$ cat config.mk
export PLATFORM = sky130hd
export DESIGN_NAME = core_rst_handshake
export DESIGN_NICKNAME = d
export VERILOG_FILES = /design/src/rtl/core_rst_handshake_pkg.sv /design/src/rtl/core_rst_hs_fsm.sv /design/src/rtl/core_rst_hs_timer.sv /design/src/rtl/core_rst_hs_pulses.sv /design/src/rtl/core_rst_handshake.sv
export SDC_FILE = /design/constraint.sdc
export NUM_CORES = 1
export LEC_CHECK = 0
export ABC_CLOCK_PERIOD_IN_PS = 2500
export BUFFER_PORTS_ARGS = -buffer_cell sky130_fd_sc_hd__buf_2
export CAP_MARGIN = 20
export CORE_MARGIN = 2
export CORE_UTILIZATION = 25
export DETAILED_ROUTE_END_ITERATION = 16
export SETUP_SLACK_MARGIN = 0.2
export SYNTH_ARGS = -nofsm -noshare
export SYNTH_HDL_FRONTEND = slang
export SYNTH_SLANG_ARGS = --single-unit
$ cat constraint.sdc
create_clock -name clk -period 2.5 [get_ports clk]
set_clock_uncertainty 0.05 [all_clocks]
set_input_delay 0.25 -clock clk [delete_from_list [all_inputs] [get_ports clk]]
set_output_delay 0.25 -clock clk [all_outputs]
set_load 0.1 [all_outputs]
$ cat src/rtl/core_rst_handshake_pkg.sv
package core_rst_handshake_pkg;

    typedef enum logic [2:0] {
        ST_RUN    = 3'd0,
        ST_DRAIN  = 3'd1,
        ST_HELD   = 3'd2,
        ST_PAUSED = 3'd3,
        ST_STEP   = 3'd4
    } hs_state_e;

    typedef struct packed {
        logic go_held;
        logic go_release;
        logic go_pause;
    } hs_event_t;

    function automatic logic can_accept(hs_state_e st, logic dbg_req);
        return (st == ST_STEP) || ((st == ST_RUN) && !dbg_req);
    endfunction

endpackage

$ cat src/rtl/core_rst_hs_fsm.sv
module core_rst_hs_fsm
    import core_rst_handshake_pkg::*;
(
    input  logic      clk,
    input  logic      rst,
    input  logic      rst_req_i,
    input  logic      dbg_req_i,
    input  logic      dbg_resume_i,
    input  logic      dbg_step_i,
    input  logic      pipe_empty_i,
    output hs_state_e state_o,
    output hs_event_t evt_o,
    output logic      accept_o
);

    hs_state_e st_q, st_d;
    hs_event_t evt;

    assign accept_o = rst_req_i && can_accept(st_q, dbg_req_i);

    always_comb begin
        st_d = st_q;
        evt  = '0;
        unique case (st_q)
            ST_RUN: begin
                if (dbg_req_i) begin
                    st_d         = ST_PAUSED;
                    evt.go_pause = 1'b1;
                end else if (rst_req_i) begin
                    if (pipe_empty_i) begin
                        st_d        = ST_HELD;
                        evt.go_held = 1'b1;
                    end else begin
                        st_d = ST_DRAIN;
                    end
                end
            end
            ST_DRAIN: begin
                if (pipe_empty_i) begin
                    st_d        = ST_HELD;
                    evt.go_held = 1'b1;
                end
            end
            ST_HELD: begin
                if (!rst_req_i) begin
                    st_d           = ST_RUN;
                    evt.go_release = 1'b1;
                end
            end
            ST_PAUSED: begin
                if (dbg_resume_i)    st_d = ST_RUN;
                else if (dbg_step_i) st_d = ST_STEP;
            end
            ST_STEP: begin
                if (rst_req_i) begin
                    if (pipe_empty_i) begin
                        st_d        = ST_HELD;
                        evt.go_held = 1'b1;
                    end else begin
                        st_d = ST_DRAIN;
                    end
                end else begin
                    st_d = ST_PAUSED;
                end
            end
            default: st_d = ST_RUN;
        endcase
    end

    always_ff @(posedge clk) begin
        if (rst) st_q <= ST_RUN;
        else     st_q <= st_d;
    end

    assign state_o = st_q;
    assign evt_o   = evt;

endmodule

$ cat src/rtl/core_rst_hs_timer.sv
module core_rst_hs_timer #(
    parameter int REPEAT = 16
) (
    input  logic clk,
    input  logic rst,
    input  logic clear_i,
    input  logic run_i,
    output logic fire_o
);

    localparam int CNT_W = (REPEAT > 2) ? $clog2(REPEAT) : 1;
    localparam logic [CNT_W-1:0] LAST = CNT_W'(REPEAT - 1);

    logic [CNT_W-1:0] cnt_q;

    assign fire_o = run_i && (cnt_q == LAST);

    always_ff @(posedge clk) begin
        if (rst || clear_i)  cnt_q <= '0;
        else if (fire_o)     cnt_q <= '0;
        else if (run_i)      cnt_q <= cnt_q + 1'b1;
    end

endmodule

$ cat src/rtl/core_rst_hs_pulses.sv
module core_rst_hs_pulses
    import core_rst_handshake_pkg::*;
#(
    parameter int              ADDR_W     = 32,
    parameter logic [ADDR_W-1:0] RESET_ADDR = '0,
    parameter logic [ADDR_W-1:0] BREAK_ADDR = '0
) (
    input  logic              clk,
    input  logic              rst,
    input  hs_event_t         evt_i,
    input  logic              fire_i,
    output logic              taken_o,
    output logic              rd_req_o,
    output logic              fetch_go_o,
    output logic              redirect_o,
    output logic [ADDR_W-1:0] tgt_addr_o
);

    logic taken_q, rd_q, fetch_q, redir_q;

    always_ff @(posedge clk) begin
        if (rst) begin
            taken_q <= 1'b0;
            rd_q    <= 1'b0;
            fetch_q <= 1'b0;
            redir_q <= 1'b0;
        end else begin
            taken_q <= evt_i.go_held | fire_i;
            rd_q    <= evt_i.go_held | fire_i;
            fetch_q <= evt_i.go_release;
            redir_q <= evt_i.go_pause;
        end
    end

    always_comb begin
        if (rd_q || fetch_q) tgt_addr_o = RESET_ADDR;
        else if (redir_q)    tgt_addr_o = BREAK_ADDR;
        else                 tgt_addr_o = '0;
    end

    assign taken_o    = taken_q;
    assign rd_req_o   = rd_q;
    assign fetch_go_o = fetch_q;
    assign redirect_o = redir_q;

endmodule

$ cat src/rtl/core_rst_handshake.sv
module core_rst_handshake
    import core_rst_handshake_pkg::*;
#(
    parameter int                ADDR_W     = 32,
    parameter logic [ADDR_W-1:0] RESET_ADDR = '0,
    parameter logic [ADDR_W-1:0] BREAK_ADDR = ADDR_W'(32'h20),
    parameter int                REPEAT     = 16
) (
    input  logic              clk,
    input  logic              rst,
    input  logic              rst_req_i,
    input  logic              dbg_req_i,
    input  logic              dbg_resume_i,
    input  logic              dbg_step_i,
    input  logic              pipe_empty_i,
    output logic              core_hold_o,
    output logic              issue_stall_o,
    output logic              taken_o,
    output logic              rd_req_o,
    output logic              fetch_go_o,
    output logic              dbg_ack_o,
    output logic              redirect_o,
    output logic [ADDR_W-1:0] tgt_addr_o
);

    hs_state_e st;
    hs_event_t evt;
    logic      accept;
    logic      fire;

    core_rst_hs_fsm u_fsm (
        .clk          (clk),
        .rst          (rst),
        .rst_req_i    (rst_req_i),
        .dbg_req_i    (dbg_req_i),
        .dbg_resume_i (dbg_resume_i),
        .dbg_step_i   (dbg_step_i),
        .pipe_empty_i (pipe_empty_i),
        .state_o      (st),
        .evt_o        (evt),
        .accept_o     (accept)
    );

    core_rst_hs_timer #(.REPEAT(REPEAT)) u_timer (
        .clk     (clk),
        .rst     (rst),
        .clear_i (evt.go_held),
        .run_i   ((st == ST_HELD) && rst_req_i),
        .fire_o  (fire)
    );

    core_rst_hs_pulses #(
        .ADDR_W     (ADDR_W),
        .RESET_ADDR (RESET_ADDR),
        .BREAK_ADDR (BREAK_ADDR)
    ) u_pulses (
        .clk        (clk),
        .rst        (rst),
        .evt_i      (evt),
        .fire_i     (fire),
        .taken_o    (taken_o),
        .rd_req_o   (rd_req_o),
        .fetch_go_o (fetch_go_o),
        .redirect_o (redirect_o),
        .tgt_addr_o (tgt_addr_o)
    );

    assign core_hold_o   = rst || (st == ST_HELD);
    assign issue_stall_o = !rst && (accept || (st == ST_DRAIN));
    assign dbg_ack_o     = !rst && (st == ST_PAUSED);

endmodule

Word level (Yosys, flattened, before mapping):

Index checks and enable logic that the tools add are counted.

* bits in registers: 10
* output and inout port bits: 39
* logic and storage cells: 53

* bitwise gates (word level): 3
* $add $sub $neg: 1
* equal/unequal tests: 9
* reduce and logical (&&, ||, !) cells: 18
* multiplexer cells: 17

Operators with widths (count)
* 32-bit 2-to-1 mux: 1
* 3-bit 2-to-1 mux: 6
* 3-bit one-hot mux with 5 select lines: 1
* 3-bit by 2-bit == test with 1-bit output, second input constant: 2
* 1-bit logical AND: 6
* 6-bit 2-to-1 mux: 1
* 3-bit inequality test, second input constant: 2
* 2-bit OR reduction: 3
* 1-bit logical OR: 5
* 1-bit 2-to-1 mux: 5
* 4-bit by 1-bit adder with 4-bit output, second input constant: 1
* 4-bit == test, second input constant: 1
* 2-bit 2-to-1 mux: 2
* 2-bit inequality test, second input constant: 2
* 4-bit AND reduction: 1
* 3-bit by 1-bit == test with 1-bit output, second input constant: 1
* 3-bit == test, second input constant: 1
* 3-bit zero test: 1
* 1-bit one-hot mux with 3 select lines: 1
* 1-bit zero test: 2
* 1-bit inverter: 2
* 1-bit bitwise OR: 1

Logic depth before layout (Yosys ltp):

Gate-level depths: netlist of run 1.

* depth in word-level cells: 6
* mapped depth: 5

By module:

From an unflattened synthesis of run 1, not the netlist that was laid out.

* cell total of the unflattened synthesis: 97
* area total of the unflattened synthesis: 828.3 um^2

Modules (own cells, without submodules)
* core_rst_hs_pulses: area an instance 334.1 um^2, cells each 40, sequential area each 60.1 um^2, instances 1
* core_rst_hs_fsm: area an instance 269.0 um^2, cells each 33, sequential area each 60.1 um^2, instances 1
* core_rst_hs_timer: area an instance 177.7 um^2, cells each 17, sequential area each 80.1 um^2, instances 1
* core_rst_handshake: area an instance 47.5 um^2, cells each 7, sequential area each 0.0 um^2, instances 1

Worst setup path after synthesis of run 1:

Ideal clock, no wire load.

* path type: register to output
* start: register u_pulses.redir_q, in the netlist u_pulses.redirect_o
* end: output port tgt_addr_o[5]
* arrival: 3.237 ns
* cell stages (with the launch flop): 2
* slack: -1.037 ns
* required time: 2.200 ns
* path through: dfxtp_1 > nor3b_1

* cells in the longest elaborated chain, start to end: 2

RTL lines
* start, declared: line core_rst_hs_pulses.sv:19 `logic taken_q, rd_q, fetch_q, redir_q;`
* start signal, assigned: line core_rst_hs_pulses.sv:31 `redir_q <= evt_i.go_pause;`
* 6-bit 2-to-1 mux: line core_rst_hs_pulses.sv:37 `else if (redir_q) tgt_addr_o = BREAK_ADDR;`
* 32-bit 2-to-1 mux: line core_rst_hs_pulses.sv:36 `if (rd_q || fetch_q) tgt_addr_o = RESET_ADDR;`
* end, declared: line core_rst_handshake.sv:23 `output logic [ADDR_W-1:0] tgt_addr_o`

Every way passes these cells.

Worst setup path in the final report of run 1:

* start: register u_fsm.st_q[1], in the netlist u_fsm.state_o[1]
* end: output port dbg_ack_o

* cells in the longest elaborated chain, start to end: 2

RTL lines
* start, declared: line core_rst_hs_fsm.sv:16 `hs_state_e st_q, st_d;`
* start signal, assigned: line core_rst_hs_fsm.sv:72 `else st_q <= st_d;`
* 3-bit by 2-bit == test with 1-bit output: line core_rst_handshake.sv:70 `assign dbg_ack_o = !rst && (st == ST_PAUSED);`
* 1-bit logical AND: line core_rst_handshake.sv:70
* end, declared: line core_rst_handshake.sv:21 `output logic dbg_ack_o,`

Every way passes these cells.

==> results of run 1 <==
-- cell type report --
cell class | count | share of cell area
Multi-Input combinational cell | 84 | 0.566
Sequential cell | 10 | 0.238
Timing Repair Buffer | 14 | 0.0832
Tap cell | 44 | 0.0654
Clock buffer | 4 | 0.0431
Inverter | 1 | 0.00446
-- metrics by stage --
step	worst slack [ns]	util	cell area, um^2	power (W)
after global placement	0.873	0.262	806	0.000771
after global routing	0.350	0.274	842	0.000970
after detailed placement	0.813	0.262	806	0.000778
after CTS	0.500	0.274	842	0.000929
final	0.474	0.274	842	0.000932
after floorplan	-0.0799	-	937	0.000775
-- worst paths after layout --
path,from,slack [ns],endpoint
setup / recovery,u_fsm.state_o[1]$_SDFFE_PP0P_,0.47,dbg_ack_o
hold / removal,rst_req_i,0.18,u_pulses.fetch_go_o$_SDFF_PP0_
setup reg to reg,u_fsm.state_o[1]$_SDFFE_PP0P_,0.94,u_timer.cnt_q[3]$_SDFFE_PP0P_
hold reg to reg,u_timer.cnt_q[3]$_SDFFE_PP0P_,0.49,u_timer.cnt_q[3]$_SDFFE_PP0P_
-- cells in the mapped netlist, drive strengths merged --
library cell and instances:
a211o 1, a21o 2, a21oi 5, a221oi 1, a311oi 2, a31oi 3
and2 2, and3 1, and3b 1, and4bb 1, buf 34, conb 1
dfxtp 10, ha 1, inv 1, mux2i 2, nand2 5, nand2b 4
nand3 2, nor2 6, nor2b 3, nor3 2, nor3b 3, o21a 1
o21ai 1, o21bai 1, or2 1, or3 1, xor2 1
-- flip-flops by register name, summed over array words and instances, names as in the netlist --
register,cells
u_timer.cnt_q,4
u_pulses.redirect_o,1
u_pulses.fetch_go_o,1
u_fsm.state_o,3
u_pulses.taken_o,1
-- cells by family (layout without fill, tap and decap cells) --
group | after synthesis | after routing
buffers and inverters | 35 | 19
AND/OR/NAND/NOR | 32 | 32
AO/OA/AOI/OAI | 17 | 17
flip-flops | 10 | 10
multiplexers | 2 | 2
adder cells (fa/ha/maj) | 1 | 1
other | 1 | 31
XOR/XNOR | 1 | 1
-- where the power goes --
group / switching [W] / internal (W)
clock: 0.0000652 / 0.0000886
sequential: 0.0000452 / 0.000183
combinational: 0.000456 / 0.0000931
total: 0.000567 / 0.000365
-- routing by layer --
layer / part of all wire / vias up / routed length [um]
li1: - / 301 / -
met1: 0.43 / 280 / 662
met2: 0.47 / 36 / 718
met3: 0.089 / 2 / 135
met4: 0.0046 / 0 / 7
met5: 0 / - / 0
-- worst max-delay path, cell delays in order (launching register included) --
cell     delay (ns)
dfxtp_1        0.57
nor2b_1        0.28
and2_1         0.18
buf_2          0.43
==> results.md, run 1 <==
Final layout:
- The number of antenna diodes in the final layout is 0.
- In the layout the commonest cells are conb_1 (31), buf_2 (14), dfxtp_1 (10), nor2_1 (6).
- The area growth from synthesis to layout is 3.38%.
- Across the whole layout, storage elements account for 200 um^2.
- Counting the fill cells in the layout gives 340.
- In the final layout, the multi-input gates occupy 477 um^2.
- In the final layout, the share of cells above drive strength 1 is 0.221.
- In the final design database the tool counted between 100 and 150 nets.
- The library cell used most frequently in the layout, excluding fill and tap cells, is conb_1.
- Excluding fillers, the count of instances in the completed layout stands at around 160.

CTS:
- Counting along the longest clock path gives a buffer depth of 2.
- The number of buffers inserted by post-CTS setup repair is 0.
- The number of resized instances in the post-cts repair step is 0.
- The clock buffer count from CTS is 3.
- The hold-fix buffer count after cts is 0.
- Clock tree synthesis selected as its root buffer the cell clkbuf_4.
- TritonCTS built the clock tree.
- Clock latency on the worst-skew pair, taken at its later pin, is roughly 0.27 ns.
- In this run the number of H-tree levels came out at 1.
- The clock input transition at the sequential cells of the worst setup and hold paths is 0.08 ns.
- Counting every sink on the clock net gives 10.

Yosys:
- The number of unique standard cell types used by synthesis is 33.
- By area, the combinational part of the netlist is dominated by buffers and inverters.
- The fraction of synthesized cell area in xor and xnor cells is 0.0108.
- The average cell area after synthesis is 8.23 um^2.
- The synthesized design contains 10 register bits.
- The area fraction in compound gates after synthesis is 0.155.
- The synthesized design spends more area on one cell type than any other, namely buf_4.
- The sequential share of the synthesized area is 0.246.
- Of the total synthesized cell area, the portion taken by full adders, half adders and majority gates is 0.0154.
- Counting every instance in the synthesized netlist gives 99.
- The mux share of post-synthesis cell area is 0.0246.
- The Yosys step of the flow raised 0 warnings.
- After synthesis the cells add up to 815 um^2.
- Of the total synthesized cell area, the portion taken by AND, OR, NAND and NOR gates is 0.224.
- By area the synthesized netlist is led by buf_4 (29%), dfxtp_1 (25%), a21oi_1 (3.1%).
- Of the post-synthesis cell area, the dominant cell type holds 0.295.

Global route:
- For met3 alone, demand over resource in global routing was 0.0231.
- For met2 alone, demand over resource in global routing was 0.129.
- The maximum number of pins on one net before global-route repair is 14.
- The busiest layer in global routing is met2.
- The met1 track demand over resource is 0.0972.
- After global routing the overflow that remains totals 0.
- The first-pass GRT wire length is 2.21 mm.
- The via count of the first global-routing pass came to around 520.
- Across every metal layer, demand over resource in global routing totals 0.0802.
- The number of antenna violations at the first check in global routing is 0.

Job:
- Max-cap violations in this run came to 0.

Detailed routing:
- Wires add up to 1.52 mm.
- The total number of vias is 619.
- In the routed layout, each cell is associated on average with a via count of 3.94.
- For this block, the initial DRC count from the detailed router was 16.
- The number of detailed-route iterations in the first pass is 4.
- The detail route stage leaves a number of antenna-violating nets equal to 0.
- The count of unresolved DRC violations after routing is 0.
- Dividing the detail-routed wire length by the instance count gives 9.70 um.

Placement:
- The final estimated routing congestion in global placement is 0.870.
- After legalization and detailed placement, the total HPWL measured ~1.2 mm.
- Port buffering added 14 buffers.
- The cell total after placement is 153.

Power:
- Dividing total power by cell area gives a power density of 1110 nW/um^2.
- In this run the static leakage power is between 0.4 and 0.5 nW.
- IR analysis of the VDD net gives a maximum drop of 0.253 mV.

Timing:
- Setup repair after global routing left no endpoint under its margin.
- The period utilization is 0.810.
- In the final timing run, aggregate negative setup slack is 0 ns.
- The final count of hold timing violations is 0.
- The number of pins with negative max-slew slack in the final report is 0.
- The smallest hold slack is 0.177 ns.
- The maximum achievable frequency is 494 MHz.
- The final critical delay including setup and external delays is 2.03 ns.
- Setup violations remaining at the end of the flow were counted as 0.

Die:
- During I/O placement, the number of pins put on the boundary was 46.
- The die footprint is 3730 um^2.
- The placement row count is 20.
- Measured along the y axis, the die boundary spans 61.1 um.
- The core region is 3080 um^2.
- For this configuration, the core starts out at a cell density of 0.265.
- The die boundary width is 61.1 um.

Worst setup path:
- The critical path endpoint category is a primary output.
- The worst reg-to-reg path cell count is 4.
- Of all nets on the critical path, the largest fanout is 13.
- STA puts the critical path data required time at 2.20 ns.
- The startpoint class of the critical path is a flip-flop.
- STA puts the critical path data arrival time at 1.73 ns.
- The path type of the worst setup path is reg -> out.

Status:
- The flow ran to the end, and the final reports show no timing, DRC or antenna violations.

Hold path:
- The worst hold path stage count is 2.
- The worst min-delay path class is in -> reg.
No activity file was read; power rests on OpenSTA's default activity.
==> inputs of run 2 (changes only) <==
- ABC_CLOCK_PERIOD_IN_PS: 2500 -> 2100
- clock period: 2.5 -> 2.1 ns (I/O delays scaled with it)
==> run 2 against run 1 <==
Compared with the run above: via count down 0.97%; count of clock-buffer cells in the layout unchanged; critical path depth unchanged; power up 20%; first-iteration DRC count down 38%; clock power up 15%; sequential power up 22%; final area up 2.4%; combinational power up 21%; global-route usage down 0.39 points; largest power group unchanged.
==> results.md, run 2 (same netlist as run 1, synthesis figures left out) <==
Final layout:
- The share of layout cells above drive strength 1 is 0.239.
- The number of flip-flops under the largest register name is 4.
- The number of inserted filler cells in the final layout is 358.
- After the last flow step, the layout net total stands at 122.
- Across the whole layout, storage elements account for between 200 and 250 um^2.
- The top cell types in the final layout, fill and taps aside, are conb_1 (31), buf_2 (12), dfxtp_1 (8), nor2_1 (6).
- 0 antenna diodes ended up in the layout.
- u_timer.cnt_q holds more flip-flops than any other register.
- The area growth from synthesis to layout is 5.84%.
- The commonest non-fill, non-tap cell in the layout is conb_1.
- The area of combinational cells with multiple inputs is 489 um^2.

Worst setup path:
- In this run the number of cells on the critical path is 3.
- The critical path goes through nor2_1 -> a21o_1 -> buf_2.
- Data on the critical path is required at its endpoint by 1.84 ns.
- The setup path with the least slack is of type reg -> out.
- The worst register-to-register path has a setup slack of 0.60 ns.
- The worst flop-to-flop path endpoint is u_timer.cnt_q[1]$_SDFFE_PP0P_.
- The critical path endpoint category is a primary output.
- Counting both buffers and inverters, the worst setup path holds a total of 1.
- The endpoint of the most critical setup path is core_hold_o.
- The number of cells on the worst reg-to-reg path is 4.
- Among all stages on the critical path, the largest delay is contributed by buf_2.
- Data arrives at the worst endpoint at 1.57 ns.
- The startpoint of the worst setup timing path is u_fsm.state_o[0]$_SDFFE_PP0P_.
- The maximum fanout count along the critical path is 9.
- STA classifies the critical path startpoint as a flip-flop.
- The kind of cell with the highest combined delay along the critical path is buffers and inverters.
- The worst register-to-register path begins at u_fsm.state_o[0]$_SDFFE_PP0P_.
- The maximum cell stage delay along the critical path is 0.42 ns.

Global route:
- The first-pass GRT wire length is 2.10 mm.
- The total congestion overflow is 0.
- For this run, global-route usage on met2 was measured as 0.134.
- The total global routing track utilization is 0.0763.
- The busiest layer in global routing is met2.
- The met3 global-route usage is 0.0336.
- The maximum number of pins on one net before global-route repair is 14.
- The number of antenna violations at the first check in global routing is 0.
- The via count of the first global-routing pass was 493.
- For met1 alone, demand over resource in global routing was 0.0794.

Die:
- The starting density of the core is 0.265.
- The die height is 61.1 um.
- The core footprint is 3080 um^2.
- The die footprint is 3730 um^2.
- The die boundary width is 61.1 um.
- 46 I/O pins were placed.
- The floorplan has 20 rows.

Timing:
- Setup repair after global routing left no endpoint under its margin.
- The setup total negative slack is 0 ns.
- Hold is met by between 0.1 and 0.15 ns.
- The final count of hold timing violations is 0.
- The period utilization is 0.872.
- For this run, the top clock speed supported by timing is between 500 and 600 MHz.
- The worst path in the final design needs a cycle of 1.83 ns, including I/O delays and setup.
- The number of pins with negative max-slew slack in the final report is 0.
- Setup violations remaining at the end of the flow were counted as 0.

Status:
- The flow ran to the end, and the final reports show no timing, DRC or antenna violations.

CTS:
- The root buffer cell is clkbuf_4.
- Clock-pin slew was measured on the worst setup and hold paths at 0.07 ns.
- In this run the post-CTS setup repair buffer count came out at 0.
- The number of sinks handled by clock tree synthesis is 10.
- For the worst-skew pair, the clock arrives at the later sink with an insertion delay of 0.26 ns.
- Clock tree synthesis inserted a total of 3 buffers.
- The total number of H-tree levels is 1.
- Post-CTS repair changed the size of 2 cells.
- The hold-fix buffer count after cts is 0.
- The CTS tree is built.
- No sink is reached through more buffers than the 2 on the longest clock path.

Detailed routing:
- The total number of vias is 613.
- The routed design has 1.44 mm of wire.
- The number of detailed-route iterations in the first pass is 4.
- The mean number of vias per cell is between 3 and 4.
- The count of unresolved DRC violations after routing is 0.
- After detailed routing, the average wire length per cell comes to around 9.2 um.
- The DRC marker count from the first detailed-route iteration is 10.
- The count of antenna-violating nets left after detailed routing is 0.

Job:
- The max-capacitance violation count is 0.

Power:
- The switching power of the nets is 0.000675 W.
- The worst-case IR drop observed on VDD is 0.345 mV.
- The internal cell power is 0.000447 W.
- For this design the static power due to leakage is roughly 0.41 nW.
- Dividing total power by cell area gives a power density of 1300 nW/um^2.
- The share of total power dissipated in combinational logic is 0.592.
- The clock share of power is 0.157.
- Of the total power, registers draw 0.250.
- The design draws approximately 0.0011 W.
- The fraction of power spent switching nets is 0.602.

Placement:
- The half-perimeter wire length of the detailed placement result is 1.16 mm.
- The number of I/O port buffers is 14.
- The congestion estimate from routability-driven global placement came to 0.894.

Hold path:
- The tightest min-delay check is of the in -> reg type.
run 2: cell counts in the layout (fill, tap and decap cells not counted):
Identical to the previous run, type by type.
run 2: final cells by class:
class	instances	area share
multi-input combinational	84	0.567
tap	44	0.0639
sequential	10	0.235
clock buffer	4	0.0421
timing repair buffer	14	0.0871
inverter	1	0.00435
run 2: per-stage QoR:
stage                     setup WS, ns  utilization  area (um^2)  instances
after floorplan                  0.202            -          951        129
after global placement           0.497        0.266          820        153
after detailed placement         0.453        0.266          820        153
after CTS                        0.270        0.280          861        157
after global routing             0.206        0.280          862        157
final                            0.269        0.280          862        157
run 2: worst min-delay path by stage:
stage | end | slack [ns] | startpoint | cells past startpoint
3_5_place_dp | u_fsm.state_o[2]$_SDFFE_PP0P_ | 0.42 | dbg_step_i | 2
6_report | u_fsm.state_o[2]$_SDFFE_PP0P_ | 0.14 | dbg_step_i | 2
2_1_floorplan | u_fsm.state_o[0]$_SDFFE_PP0P_ | 0.23 | rst | 1
5_1_grt | u_fsm.state_o[2]$_SDFFE_PP0P_ | 0.13 | dbg_step_i | 2
4_1_cts | u_fsm.state_o[2]$_SDFFE_PP0P_ | 0.14 | dbg_step_i | 2
3_3_place_gp | u_fsm.state_o[2]$_SDFFE_PP0P_ | 0.41 | dbg_step_i | 2
run 2: power by group through the flow:
stage               logic, W  registers, W  clock network (W)
floorplan           0.000633      0.000303                  0
global placement    0.000655      0.000275                  0
detailed placement  0.000659      0.000280                  0
CTS                 0.000665      0.000276           0.000181
global route        0.000694      0.000288           0.000194
finish              0.000664      0.000280           0.000177
run 2: per-layer routing:
layer / vias up / share of wire
met4: 0 / 0.0055
met2: 25 / 0.53
met1: 282 / 0.39
met3: 2 / 0.073
li1: 304 / -
met5: - / 0
==> inputs of run 3 (changes only) <==
--- a/config.mk
+++ b/config.mk
@@ -11,4 +11,5 @@
 export CORE_MARGIN = 2
-export CORE_UTILIZATION = 25
+export CORE_UTILIZATION = 43
 export DETAILED_ROUTE_END_ITERATION = 16
+export PLACE_DENSITY = 0.78
 export SETUP_SLACK_MARGIN = 0.2
==> constraint.sdc (replaced) <==
create_clock -name clk -period 2.1 [get_ports clk]
set_clock_uncertainty 0.05 [all_clocks]
set_input_delay 0.105 -clock clk [delete_from_list [all_inputs] [get_ports clk]]
set_output_delay 0.105 -clock clk [all_outputs]
set_load 0.1 [all_outputs]
==> run 3 against run 2 <==
Compared with the run above: final cell count fell by 13%; global-route usage rose by 5.0 points; power fell by 5.2%; critical path depth rose by 1; non-clock buffer count did not move; count of clock-buffer cells in the layout fell by 1; via count rose by 3.6%; die area fell by 39%; final area fell by 4.8%; sequential power fell by 2%; maximum frequency rose by 2.5%; critical path type unchanged.
==> results.md, run 3 (same netlist as run 1, synthesis figures left out) <==
CTS:
- The number of setup buffers added after CTS is 0.
- The CTS tree is built.
- The number of sinks handled by clock tree synthesis is 10.
- In this run, CTS created clock tree buffers numbering 3.
- The clock input transition at the sequential cells of the worst setup and hold paths is 0.06 ns.
- The clock reaches the later pin of the worst-skew pair after 0.26 ns.
- The clock passes through at most 2 buffers.
- CTS placed an instance of clkbuf_4 at the clock tree root.
- The total number of H-tree levels is 1.
- Hold repair after CTS inserted 0 buffers.

Placement:
- The number of I/O port buffers is 14.
- At the end of routability-driven placement, the weighted congestion stood at 0.754.
- The half-perimeter wire length of the detailed placement result is 1.04 mm.
- The pre-CTS setup slack is approximately 0.53 ns.

Detailed routing:
- After detailed routing, the met2 layer carries 566 um of wire.
- In the final routed layout, each cell accounts on average for 9.80 um.
- The count of unresolved DRC violations after routing is 0.
- The total length of routed wires is 1.34 mm.
- The count of antenna-violating nets left after detailed routing is 0.
- Wire segments on met3 add up to 198 um in the final route.
- The total routed wire length on the met1 layer is 556 um.
- Using the TritonRoute via totals, the vias-per-cell ratio works out to 4.64.
- The first detailed-routing pass ran for 4 iterations.
- The final route contains 635 vias.
- The detailed router finished its first iteration with 26 violations.
- The highest layer touched by signal routing is met4.

Die:
- The core footprint is ~1700 um^2.
- The placement row count is 15.
- For this configuration, the core starts out at a cell density of 0.467.
- From bottom edge to top edge, the die measures 47.5 um.
- In this run the count of I/O pins placed on the die edge is 46.
- The die covers 2260 um^2.
- The die boundary width is 47.5 um.

Global route:
- The total congestion overflow is 0.
- The total global routing track utilization is 0.127.
- The number of antenna violations at the first check in global routing is 0.
- The via count of the first global-routing pass was around 480.
- The first-pass GRT wire length is 1.95 mm.
- The maximum number of pins on one net before global-route repair is 14.

Timing:
- The number of pins with negative max-slew slack in the final report is 0.
- Setup repair after global routing left no endpoint under its margin.
- In the finished design, the share of the clock period the worst path needs comes to 0.851.
- The count of endpoints failing setup in the final report is 0.
- Setup slack on the critical path of the routed design comes to 0.313 ns.
- The maximum achievable frequency is roughly 560 MHz.
- The worst path in the final design needs a cycle of 1.79 ns, including I/O delays and setup.
- The setup total negative slack is 0 ns.
- The final count of hold timing violations is 0.
- The tightest hold path in the finished design has a slack of 0.0449 ns.

Worst setup path:
- The cell family contributing the most delay on the critical path is flip-flops.
- On the critical path, the stage with the largest delay is an instance of dfxtp_1.
- Of all nets on the critical path, the largest fanout is 9.
- The number of buffers and inverters on the critical path is 1.
- Walking the worst path, the cells encountered are nor2b_1 -> a21oi_1 -> nor3_4 -> buf_2.
- The path type of the worst setup path is reg -> out.
- The critical path endpoint category is a primary output.
- The startpoint class of the critical path is a flip-flop.
- At the worst endpoint, the arrival time is 1.63 ns.
- The maximum cell stage delay along the critical path is 0.47 ns.
- STA puts the critical path data required time at 1.95 ns.

Final layout:
- The register with the most flip-flops in the layout has 4 of them.
- The antenna diode count is 0.
- Of the cells placed in the final design, the portion with a size suffix greater than 1 is 0.223.
- The largest register by flop count is u_timer.cnt_q.
- Leaving out fill and tap cells, the most frequent cells in the layout are conb_1 (31), buf_2 (13), dfxtp_1 (9), nor2_1 (6).
- The number of nets in the finished design is 122.
- The area growth from synthesis to layout is 0.768%.
- Leaving out fill and tap cells, the most frequent cell in the layout is conb_1.

Hold path:
- The worst min-delay path class is in -> reg.

Power:
- The analysis attributes to cell leakage a power of roughly 0.4 nW.
- For this design the ratio of total power to cell area is 1300 nW/um^2.
- The maximum ir drop on the vdd rail is 0.501 mV.

Job:
- The max-capacitance violation count is 0.

Status:
- The flow ran to the end, and the final reports show no timing, DRC or antenna violations.
run 3: changes by cell type in the layout (fill, tap and decap cells not counted), sizes merged:
cell / previous run / this run
buf: 14 / 13
run 3: final timing paths:
path	startpoint	to	slack (ns)	depth (start not counted)
min	dbg_step_i	u_fsm.state_o[2]$_SDFFE_PP0P_	0.04	2
max reg2reg	u_fsm.state_o[1]$_SDFFE_PP0P_	u_timer.cnt_q[3]$_SDFFE_PP0P_	0.54	4
min reg2reg	u_timer.cnt_q[3]$_SDFFE_PP0P_	u_timer.cnt_q[3]$_SDFFE_PP0P_	0.50	1
max	u_fsm.state_o[0]$_SDFFE_PP0P_	issue_stall_o	0.31	4
run 3: per-layer routing:
metal	vias up	GRT usage
li1	302	-
met1	279	0.164
met2	52	0.165
met3	2	0.0755
met4	0	0.0611
met5	-	0
run 3: stage by stage:
stage	power, W	utilization	instance area (um^2)	instances
global route	0.00112	0.470	821	137
CTS	0.00107	0.469	818	137
detailed placement	0.000935	0.456	796	134
global placement	0.000926	0.456	796	134
floorplan	0.000936	-	951	129
finish	0.00106	0.470	821	137
run 3: repair_timing:
| item | in CTS | in global routing |
|---|---|---|
| hold endpoints to repair | 0 | 0 |
| endpoints found under the setup margin | 0 | 1 |
| resized for setup | 0 | 1 |
run 3: layout make-up:
type / count / area (um^2)
Timing Repair Buffer: 14 / 72.6
Inverter: 1 / 3.75
Tap cell: 25 / 31.3
Clock buffer: 3 / 22.5
Sequential cell: 10 / 201
Multi-Input combinational cell: 84 / 489
Fill cell: 174 / 925
run 3: report_power, final:
part           internal [W]  total, W  switching [W]
combinational      0.000117  0.000660       0.000543
sequential         0.000219  0.000275      0.0000560
clock             0.0000660  0.000128      0.0000616
run 3: worst register-to-register path, stage by stage (launching register included):
cell	delay, ns
dfxtp_1	0.58
and4bb_2	0.37
and2_4	0.17
a31oi_1	0.09
a311oi_2	0.23
